**src/rtl/tx_err_pkg.sv**
```systemverilog
package tx_err_pkg;
  // word select taken from address bits [3:2]
  typedef enum logic [1:0] {
    SEL_STATUS = 2'd0,
    SEL_IEN    = 2'd1,
    SEL_REN    = 2'd2,
    SEL_CTRL   = 2'd3
  } reg_sel_e;

  localparam int unsigned CTRL_MAN_BIT  = 0;
  localparam int unsigned CTRL_BUSY_BIT = 1;

  typedef enum logic {
    RI_IDLE = 1'b0,
    RI_BUSY = 1'b1
  } ri_state_e;
endpackage

```
**src/rtl/err_status_bank.sv**
```systemverilog
module err_status_bank #(
  parameter int unsigned W = 11,
  parameter logic [W-1:0] IMPL_MASK = '1
) (
  input  logic         clk,
  input  logic         rst_n,
  input  logic [W-1:0] evt_i,
  input  logic [W-1:0] clr_i,
  output logic [W-1:0] status_o,
  output logic [W-1:0] fresh_o
);
  for (genvar i = 0; i < W; i++) begin : g_bit
    if (IMPL_MASK[i]) begin : g_impl
      logic st_q;
      always_ff @(posedge clk or negedge rst_n) begin
        if (!rst_n)        st_q <= 1'b0;
        else if (evt_i[i]) st_q <= 1'b1;   // event beats a same-cycle clear
        else if (clr_i[i]) st_q <= 1'b0;
      end
      assign status_o[i] = st_q;
      assign fresh_o[i]  = evt_i[i] & ~st_q;
    end else begin : g_rsvd
      assign status_o[i] = 1'b0;
      assign fresh_o[i]  = 1'b0;
    end
  end
endmodule

```
**src/rtl/err_mask_reg.sv**
```systemverilog
module err_mask_reg #(
  parameter int unsigned W = 11,
  parameter logic [W-1:0] RESET_VAL = '0,
  parameter logic [W-1:0] IMPL_MASK = '1
) (
  input  logic         clk,
  input  logic         rst_n,
  input  logic         we_i,
  input  logic [W-1:0] wdata_i,
  output logic [W-1:0] q_o
);
  logic [W-1:0] q;
  always_ff @(posedge clk or negedge rst_n) begin
    if (!rst_n)    q <= RESET_VAL & IMPL_MASK;
    else if (we_i) q <= wdata_i & IMPL_MASK;
  end
  assign q_o = q;
endmodule

```
**src/rtl/reinit_seq.sv**
```systemverilog
module reinit_seq
  import tx_err_pkg::*;
(
  input  logic clk,
  input  logic rst_n,
  input  logic auto_trig_i,
  input  logic man_set_i,
  input  logic done_i,
  output logic req_o,
  output logic man_pend_o
);
  ri_state_e state_q;
  logic      man_q;
  logic      take;

  assign take = (state_q == RI_IDLE) && (auto_trig_i || man_q);

  always_ff @(posedge clk or negedge rst_n) begin
    if (!rst_n) begin
      state_q <= RI_IDLE;
      man_q   <= 1'b0;
    end else begin
      man_q <= man_set_i | (man_q & ~take);
      case (state_q)
        RI_IDLE: if (take)   state_q <= RI_BUSY;
        RI_BUSY: if (done_i) state_q <= RI_IDLE;
        default:             state_q <= RI_IDLE;
      endcase
    end
  end

  assign req_o      = (state_q == RI_BUSY);
  assign man_pend_o = man_q;
endmodule

```
**src/rtl/tx_err_ctrl.sv**
```systemverilog
module tx_err_ctrl
  import tx_err_pkg::*;
#(
  parameter int unsigned EVT_W        = 11,
  parameter int unsigned REINIT_W     = 4,
  parameter int unsigned ADDR_W       = 6,
  parameter logic [EVT_W-1:0] IMPL_MASK = 11'h5FF,
  parameter logic [EVT_W-1:0] IEN_RESET = 11'h5F1
) (
  input  logic              clk,
  input  logic              rst_n,
  input  logic [ADDR_W-1:0] reg_addr,
  input  logic              reg_wr,
  input  logic [31:0]       reg_wdata,
  output logic [31:0]       reg_rdata,
  input  logic [EVT_W-1:0]  evt,
  output logic              irq,
  output logic              reinit_req,
  input  logic              reinit_done
);
  localparam int unsigned MAP_TOP = 4;  // first unmapped byte-address bit

  logic          hit;
  reg_sel_e      sel;
  logic [EVT_W-1:0]    status_q, fresh, ien_q, clr;
  logic [REINIT_W-1:0] ren_q;
  logic          man_pend, man_set;

  assign hit = (reg_addr >> MAP_TOP) == '0;
  assign sel = reg_sel_e'(reg_addr[3:2]);

  assign clr     = (reg_wr && hit && sel == SEL_STATUS) ? reg_wdata[EVT_W-1:0] : '0;
  assign man_set = reg_wr && hit && sel == SEL_CTRL && reg_wdata[CTRL_MAN_BIT];

  err_status_bank #(.W(EVT_W), .IMPL_MASK(IMPL_MASK)) u_status (
    .clk(clk), .rst_n(rst_n), .evt_i(evt), .clr_i(clr),
    .status_o(status_q), .fresh_o(fresh)
  );

  err_mask_reg #(.W(EVT_W), .RESET_VAL(IEN_RESET), .IMPL_MASK(IMPL_MASK)) u_ien (
    .clk(clk), .rst_n(rst_n),
    .we_i(reg_wr && hit && sel == SEL_IEN),
    .wdata_i(reg_wdata[EVT_W-1:0]), .q_o(ien_q)
  );

  err_mask_reg #(.W(REINIT_W), .RESET_VAL('0), .IMPL_MASK('1)) u_ren (
    .clk(clk), .rst_n(rst_n),
    .we_i(reg_wr && hit && sel == SEL_REN),
    .wdata_i(reg_wdata[REINIT_W-1:0]), .q_o(ren_q)
  );

  reinit_seq u_seq (
    .clk(clk), .rst_n(rst_n),
    .auto_trig_i(|(fresh[REINIT_W-1:0] & ren_q)),
    .man_set_i(man_set), .done_i(reinit_done),
    .req_o(reinit_req), .man_pend_o(man_pend)
  );

  assign irq = |(status_q & ien_q);

  always_comb begin
    reg_rdata = '0;
    if (hit) begin
      case (sel)
        SEL_STATUS: reg_rdata[EVT_W-1:0]    = status_q;
        SEL_IEN:    reg_rdata[EVT_W-1:0]    = ien_q;
        SEL_REN:    reg_rdata[REINIT_W-1:0] = ren_q;
        SEL_CTRL: begin
          reg_rdata[CTRL_MAN_BIT]  = man_pend;
          reg_rdata[CTRL_BUSY_BIT] = reinit_req;
        end
        default: reg_rdata = '0;
      endcase
    end
  end
endmodule

```
**config.mk**
```make
export PLATFORM = sky130hd
export DESIGN_NAME = tx_err_ctrl
export DESIGN_NICKNAME = d
export VERILOG_FILES = /design/src/rtl/tx_err_pkg.sv /design/src/rtl/err_status_bank.sv /design/src/rtl/err_mask_reg.sv /design/src/rtl/reinit_seq.sv /design/src/rtl/tx_err_ctrl.sv
export SDC_FILE = /design/constraint.sdc
export NUM_CORES = 1
export LEC_CHECK = 0
export ABC_AREA = 1
export BUFFER_PORTS_ARGS = -buffer_cell sky130_fd_sc_hd__buf_2
export CORE_UTILIZATION = 40
export CTS_CLUSTER_DIAMETER = 150
export DETAILED_ROUTE_END_ITERATION = 8
export PLACE_DENSITY_LB_ADDON = 0.08
export SYNTH_ARGS = -nofsm -noshare
export SYNTH_HDL_FRONTEND = slang
export SYNTH_SLANG_ARGS = --single-unit
```
**constraint.sdc**
```tcl
create_clock -name clk -period 0.9 [get_ports clk]
set_input_delay 0.135 -clock clk [delete_from_list [all_inputs] [get_ports clk]]
set_output_delay 0.135 -clock clk [all_outputs]
set_load 0.01 [all_outputs]
```
==> flow_summary.toml, run 1 <==
[logic_synthesis]
synth_flop_cell = "dfrtp_1"
synth_enable_flop_cells = 0
syn_avg_cell_area_um2 = 7.10
synth-seq-cells = 26
synth-seq-area-share_pct = 41.5
syn_inst = 224
ys.warnings.count = 0
syn_area_um2 = 1590
synth.distinct_cells = 16
synthArstFlopShare_pct = 100

[global_routing]
overflow = 0
grt_max_degree = 27
grt_usage_pct = 19.1
grt_first_pass_wirelength_um = 6090
grt_pass1_vias = 1345
antenna_found_initial = 0

[min_path]
hold_class = "in -> reg"

[routing]
dr_total_vias = 1504
avgRoutedWirePerCell_um = 10.8
antenna_left = 0
wirelength_um = 3660
drt-pass1-iter-count = 4
vias_per_cell = 4.42
drc = 0
drtIter0Drc = 69

[critical_path]
cp-end-kind = "output pin"
worstPathMaxFanout = 3
start_kind = "flip-flop"
path_cells = "nand2_2, nand3_2, nor2_1, nand2_1, buf_2"
cpLargestDelayFamily = "flip-flops"
path_class = "reg -> out"
r2r_slack_ps = -90
arrival_ps = 1190
critPathRequiredTime_ps = 760
cp_slowest_stage_delay_ps = 560
cp_num_buf_inv = 1
crit_path_top_delay_cell = "dfstp_2"

[finish]
multi_input_area_um2 = 818
fill_cells = 372
seqCellArea_um2 = 659
post-route-cell-area_um2 = 2180
nets = 346
diodes = 0
fin_util_pct = 58.2
drive_gt1_share_pct = 40.4
areaGrowthSynthToFinish_pct = 37.0

[floorplan]
pin_count = 87
start_util_pct = 42.5
dieArea_um2 = 4230
die_h_um = 65.1
chipWidth_um = 65.1
core_area_um2 = 3740
rows = 22

[place]
dp_hpwl_um = 2650
pre_cts_slack_ps = -263
gp_congestion = 0.774
io_buffers = 39
placed_cell_area_um2 = 1950

[cts]
tritoncts = "built"
htreeDepth = 1
root_buffer = "clkbuf_8"
cts_buffer_depth = 2
clkTransAtPathRegs_ps = 100
cts.sinks = 26
cts_buffers = 3
clkLatencyLatePin_ps = 270

[timing]
layout_min_cycle_time_ps = 1320
final-hold-violation-count = 0
skew_ps = 5.90
setup_viol = 13
period_share_pct = 147
finalWorstSetupSlack_ps = -423
maxSlewViolCount = 0
rsz0062_at_grt = "true"
fmax_mhz = 756
fin_setup_tns_ps = -4230

[pwr]
power_density_nw_per_um2 = 1610
vdd_drop_max_v = 0.000961
total_leakage_power_nw = 1.23

[status]
status = "complete, but fails checks"
violations = "setup timing"

[flow_run]
drv_cap = 0
[Yosys cell counts, types with 3 or more instances]
cell type  number  area share [%]
a21oi_1         7             2.2
inv_2           3            0.71
dfrtp_1        19              30
buf_4          23              11
nor2_1          7             1.7
dfstp_2         7              12
o21ai_0         8             2.5
nor2_4          3             2.1
inv_1          27             6.4
nand3_1        18             5.7
o21ai_2         4             2.2
nand2_1        92              22
[worst reg2reg max path, stage by stage (launching register included)]
cell and delay (ps):
dfrtp_1 410, buf_6 120, buf_6 110, nand3_4 70, nand3_2 60, nor2_2 70, nor2_1 40
[final timing paths]
check / endpoint / startpoint / cells after the start
max reg2reg: u_seq.req_o / u_ren.q_o[2] / 6
max in group asynchronous: u_ien.q_o[0] / rst_n / 3
min: u_status.g_bit[5].g_impl.st_q / evt[5] / 3
min reg2reg: u_ien.q_o[7] / u_ien.q_o[7] / 2
min in group asynchronous: u_status.g_bit[7].g_impl.st_q / rst_n / 3
max: irq / u_ien.q_o[0] / 5
[cell usage in the layout, fill, tap and decap left out, drive strengths merged]
cell / instances
nand3: 18
buf: 66
dfrtp: 19
conb: 22
clkbuf: 3
dfstp: 7
a21oi: 7
nor2: 12
o21ai: 12
inv: 30
bufinv: 1
nand2: 94
dlygate4sd3: 1
[sequential cells by signal, summed over array words and instances (netlist names)]
register                    count
u_status.g_bit.g_impl.st_q     10
u_ren.q_o                       4
u_seq.man_pend_o                1
u_ien.q_o                      10
u_seq.req_o                     1
[metrics by stage]
step,instances,hold slack (ps),total power [mW]
final,340,33.5,3.50
after global routing,340,40.7,3.73
after CTS,335,33.9,3.41
after detailed placement,328,90.1,2.30
after global placement,328,91.2,2.30
after floorplan,245,-161,2.01
[power breakdown]
part / leakage, nW / switching (mW) / internal [mW]
Clock: 0.0357 / 0.378 / 0.595
Sequential: 0.278 / 0.128 / 1.37
Combinational: 0.918 / 0.514 / 0.508
Total: 1.23 / 1.02 / 2.48
[metal layers]
layer  GRT usage [%]  part of all wire, %
met1            26.4                   46
met2            31.1                   47
met3            2.46                  6.0
met4            5.71                  1.1
met5               0                    0
[layout make-up]
cell class | count | area share, %
clock buffer | 3 | 1.90
sequential | 26 | 30.3
multi-input combinational | 165 | 37.6
inverter | 30 | 5.28
timing repair buffer | 67 | 20.9
tap | 48 | 2.76
clock inverter | 1 | 1.38
[timing repair]
item                                    CTS  global route
hold endpoints to repair                 25             0
buffers inserted                          2             6
hold buffers                              1             0
pin swaps                                11             6
endpoints found under the setup margin   13            15
resized for setup                        18            11
[cells by family after synthesis]
logic type,synth area share [%]
other,0.236
DFF,41.5
and+or+nand+nor,32.7
buffers and inverters,18.6
AOI/OAI and AO/OA,6.92
Power figures use the tool's default switching activity.
==> run 2, diff against run 1 <==
--- a/config.mk
+++ b/config.mk
@@ -7,7 +7,9 @@
 export LEC_CHECK = 0
 export ABC_AREA = 1
 export BUFFER_PORTS_ARGS = -buffer_cell sky130_fd_sc_hd__buf_2
-export CORE_UTILIZATION = 40
+export CELL_PAD_IN_SITES_DETAIL_PLACEMENT = 0
+export CELL_PAD_IN_SITES_GLOBAL_PLACEMENT = 1
+export CORE_UTILIZATION = 27
 export CTS_CLUSTER_DIAMETER = 150
 export DETAILED_ROUTE_END_ITERATION = 8
 export PLACE_DENSITY_LB_ADDON = 0.08
==> flow_summary.toml, run 2 (synthesis results as in run 1) <==
[status]
status = "complete, but fails checks"
violations = "setup timing"

[pwr]
p_int_mw = 2.30
total_leakage_power_nw = 1.27
seqPwrFrac_pct = 45.1
total_power_mw = 3.34
switching_share_pct = 31.2
vdd_drop_max_v = 0.000531
power_frac_clock_pct = 23.4
power_density_nw_per_um2 = 1460
pwr-share-comb_pct = 31.4
p_sw_mw = 1.04

[floorplan]
die_h_um = 78.7
start_util_pct = 28.4
chipWidth_um = 78.7
rows = 27
pin_count = 87
core_area_um2 = 5610
dieArea_um2 = 6200

[finish]
fill_cells = 624
drive_gt1_share_pct = 44.4
multi_input_area_um2 = 813
diodes = 0
final_common_cell = "nand2_1"
seqCellArea_um2 = 659
final_cell_mix = "nand2_1 (79), buf_2 (37), buf_4 (30)"
areaGrowthSynthToFinish_pct = 43.4
fin_util_pct = 40.7
nets = 356

[routing]
vias_per_cell = 4.08
wirelength_um = 4030
drt-pass1-iter-count = 4
dr_total_vias = 1527
avgRoutedWirePerCell_um = 10.8
drtIter0Drc = 66
antenna_left = 0
drc = 0

[global_routing]
antenna_found_initial = 0
grt_pass1_vias = 1482
grt_max_degree = 27
grt_first_pass_wirelength_um = 7040
grt_usage_pct = 14.7
overflow = 0

[critical_path]
crit-reg2reg-capture = "u_seq.req_o"
cp-end-kind = "output pin"
r2r-start = "u_status.g_bit[3].g_impl.st_q"
path_class = "reg -> out"
r2r_slack_ps = -80
r2r_cells = 7
critPathRequiredTime_ps = 760
start_kind = "flip-flop"
arrival_ps = 1220
worstPathMaxFanout = 3

[min_path]
hold_path_end = "u_status.g_bit[10].g_impl.st_q"
min-delay-start = "evt[10]"
hold_class = "in -> reg"
hold_depth = 3

[place]
io_buffers = 39
gp_congestion = 0.708
dp_hpwl_um = 3100

[timing]
fin_setup_tns_ps = -4460
fmax_mhz = 739
layout_min_cycle_time_ps = 1350
finalWorstSetupSlack_ps = -452
period_share_pct = 150
final-hold-violation-count = 0
maxSlewViolCount = 0
setup_viol = 13
rsz0062_at_grt = "true"
skew_ps = 1.85

[cts]
cts.sinks = 26
cts_buffers = 3
cts_buffer_depth = 2
root_buffer = "clkbuf_8"
htreeDepth = 1
clkTransAtPathRegs_ps = 100
clkLatencyLatePin_ps = 270
tritoncts = "built"

[flow_run]
drv_cap = 0
[run 2: cell count changes in the layout (fill, tap and decap cells not counted), sizes merged]
cell and delta:
clkbuf +1, buf +10, bufinv -1
[run 2: layer usage]
metal	GRT usage, %	wire, um	vias to the layer above
met1	20.2	1940	687
met2	23.8	1880	45
li1	-	-	791
met4	5.00	54	0
met3	1.72	162	4
met5	0	0	-
[run 2: through the flow]
step                hold WS, ps  instances  setup slack, ps  instance area, um2
detailed placement         93.5        363             -228                2070
finish                     29.1        374             -452                2280
global route               34.0        374             -519                2280
CTS                        28.0        369             -469                2210
global placement           92.2        363             -230                2070
floorplan                  -161        245            -24.9                1700
[run 2: worst max path at each step]
stage | slack (ps) | to | cells after the start | start
after floorplan | -20 | reg_rdata[0] | 4 | u_ien.q_o[0]
after global placement | -230 | reg_rdata[1] | 9 | reg_addr[2]
after detailed placement | -230 | reg_rdata[1] | 9 | reg_addr[2]
after CTS | -470 | irq | 5 | u_ien.q_o[6]
after global routing | -520 | irq | 5 | u_ien.q_o[7]
final | -450 | reg_rdata[7] | 4 | u_ien.q_o[7]
[run 2: critical path: stages, from the launching register on]
cell	delay [ps]
dfstp_2	560
buf_4	100
nand2_1	50
a21oi_2	100
buf_2	130
[run 2: layout make-up]
cell class	instances	area share [%]
Clock buffer	4	2.41
Tap cell	72	3.95
Sequential cell	26	28.9
Inverter	30	5.05
Timing Repair Buffer	77	24.0
Multi-Input combinational cell	165	35.7
[run 2: what timing repair did]
action / 4_1_cts / 5_1_grt
gates resized for setup: 20 / 13
setup endpoints to repair: 13 / 14
hold endpoints to repair: 26 / 0
buffers inserted: 2 / 6
pin swaps: 9 / 13
hold buffers: 1 / 0
[run 2: power by group through the flow]
stage                     Sequential (mW)  Combinational [mW]  Clock (mW)
after global placement               1.51               0.820           0
after detailed placement             1.51               0.828           0
final                                1.51                1.05       0.782
after CTS                            1.51               0.920       0.811
after global routing                 1.53                1.18       0.845
after floorplan                      1.50               0.507           0
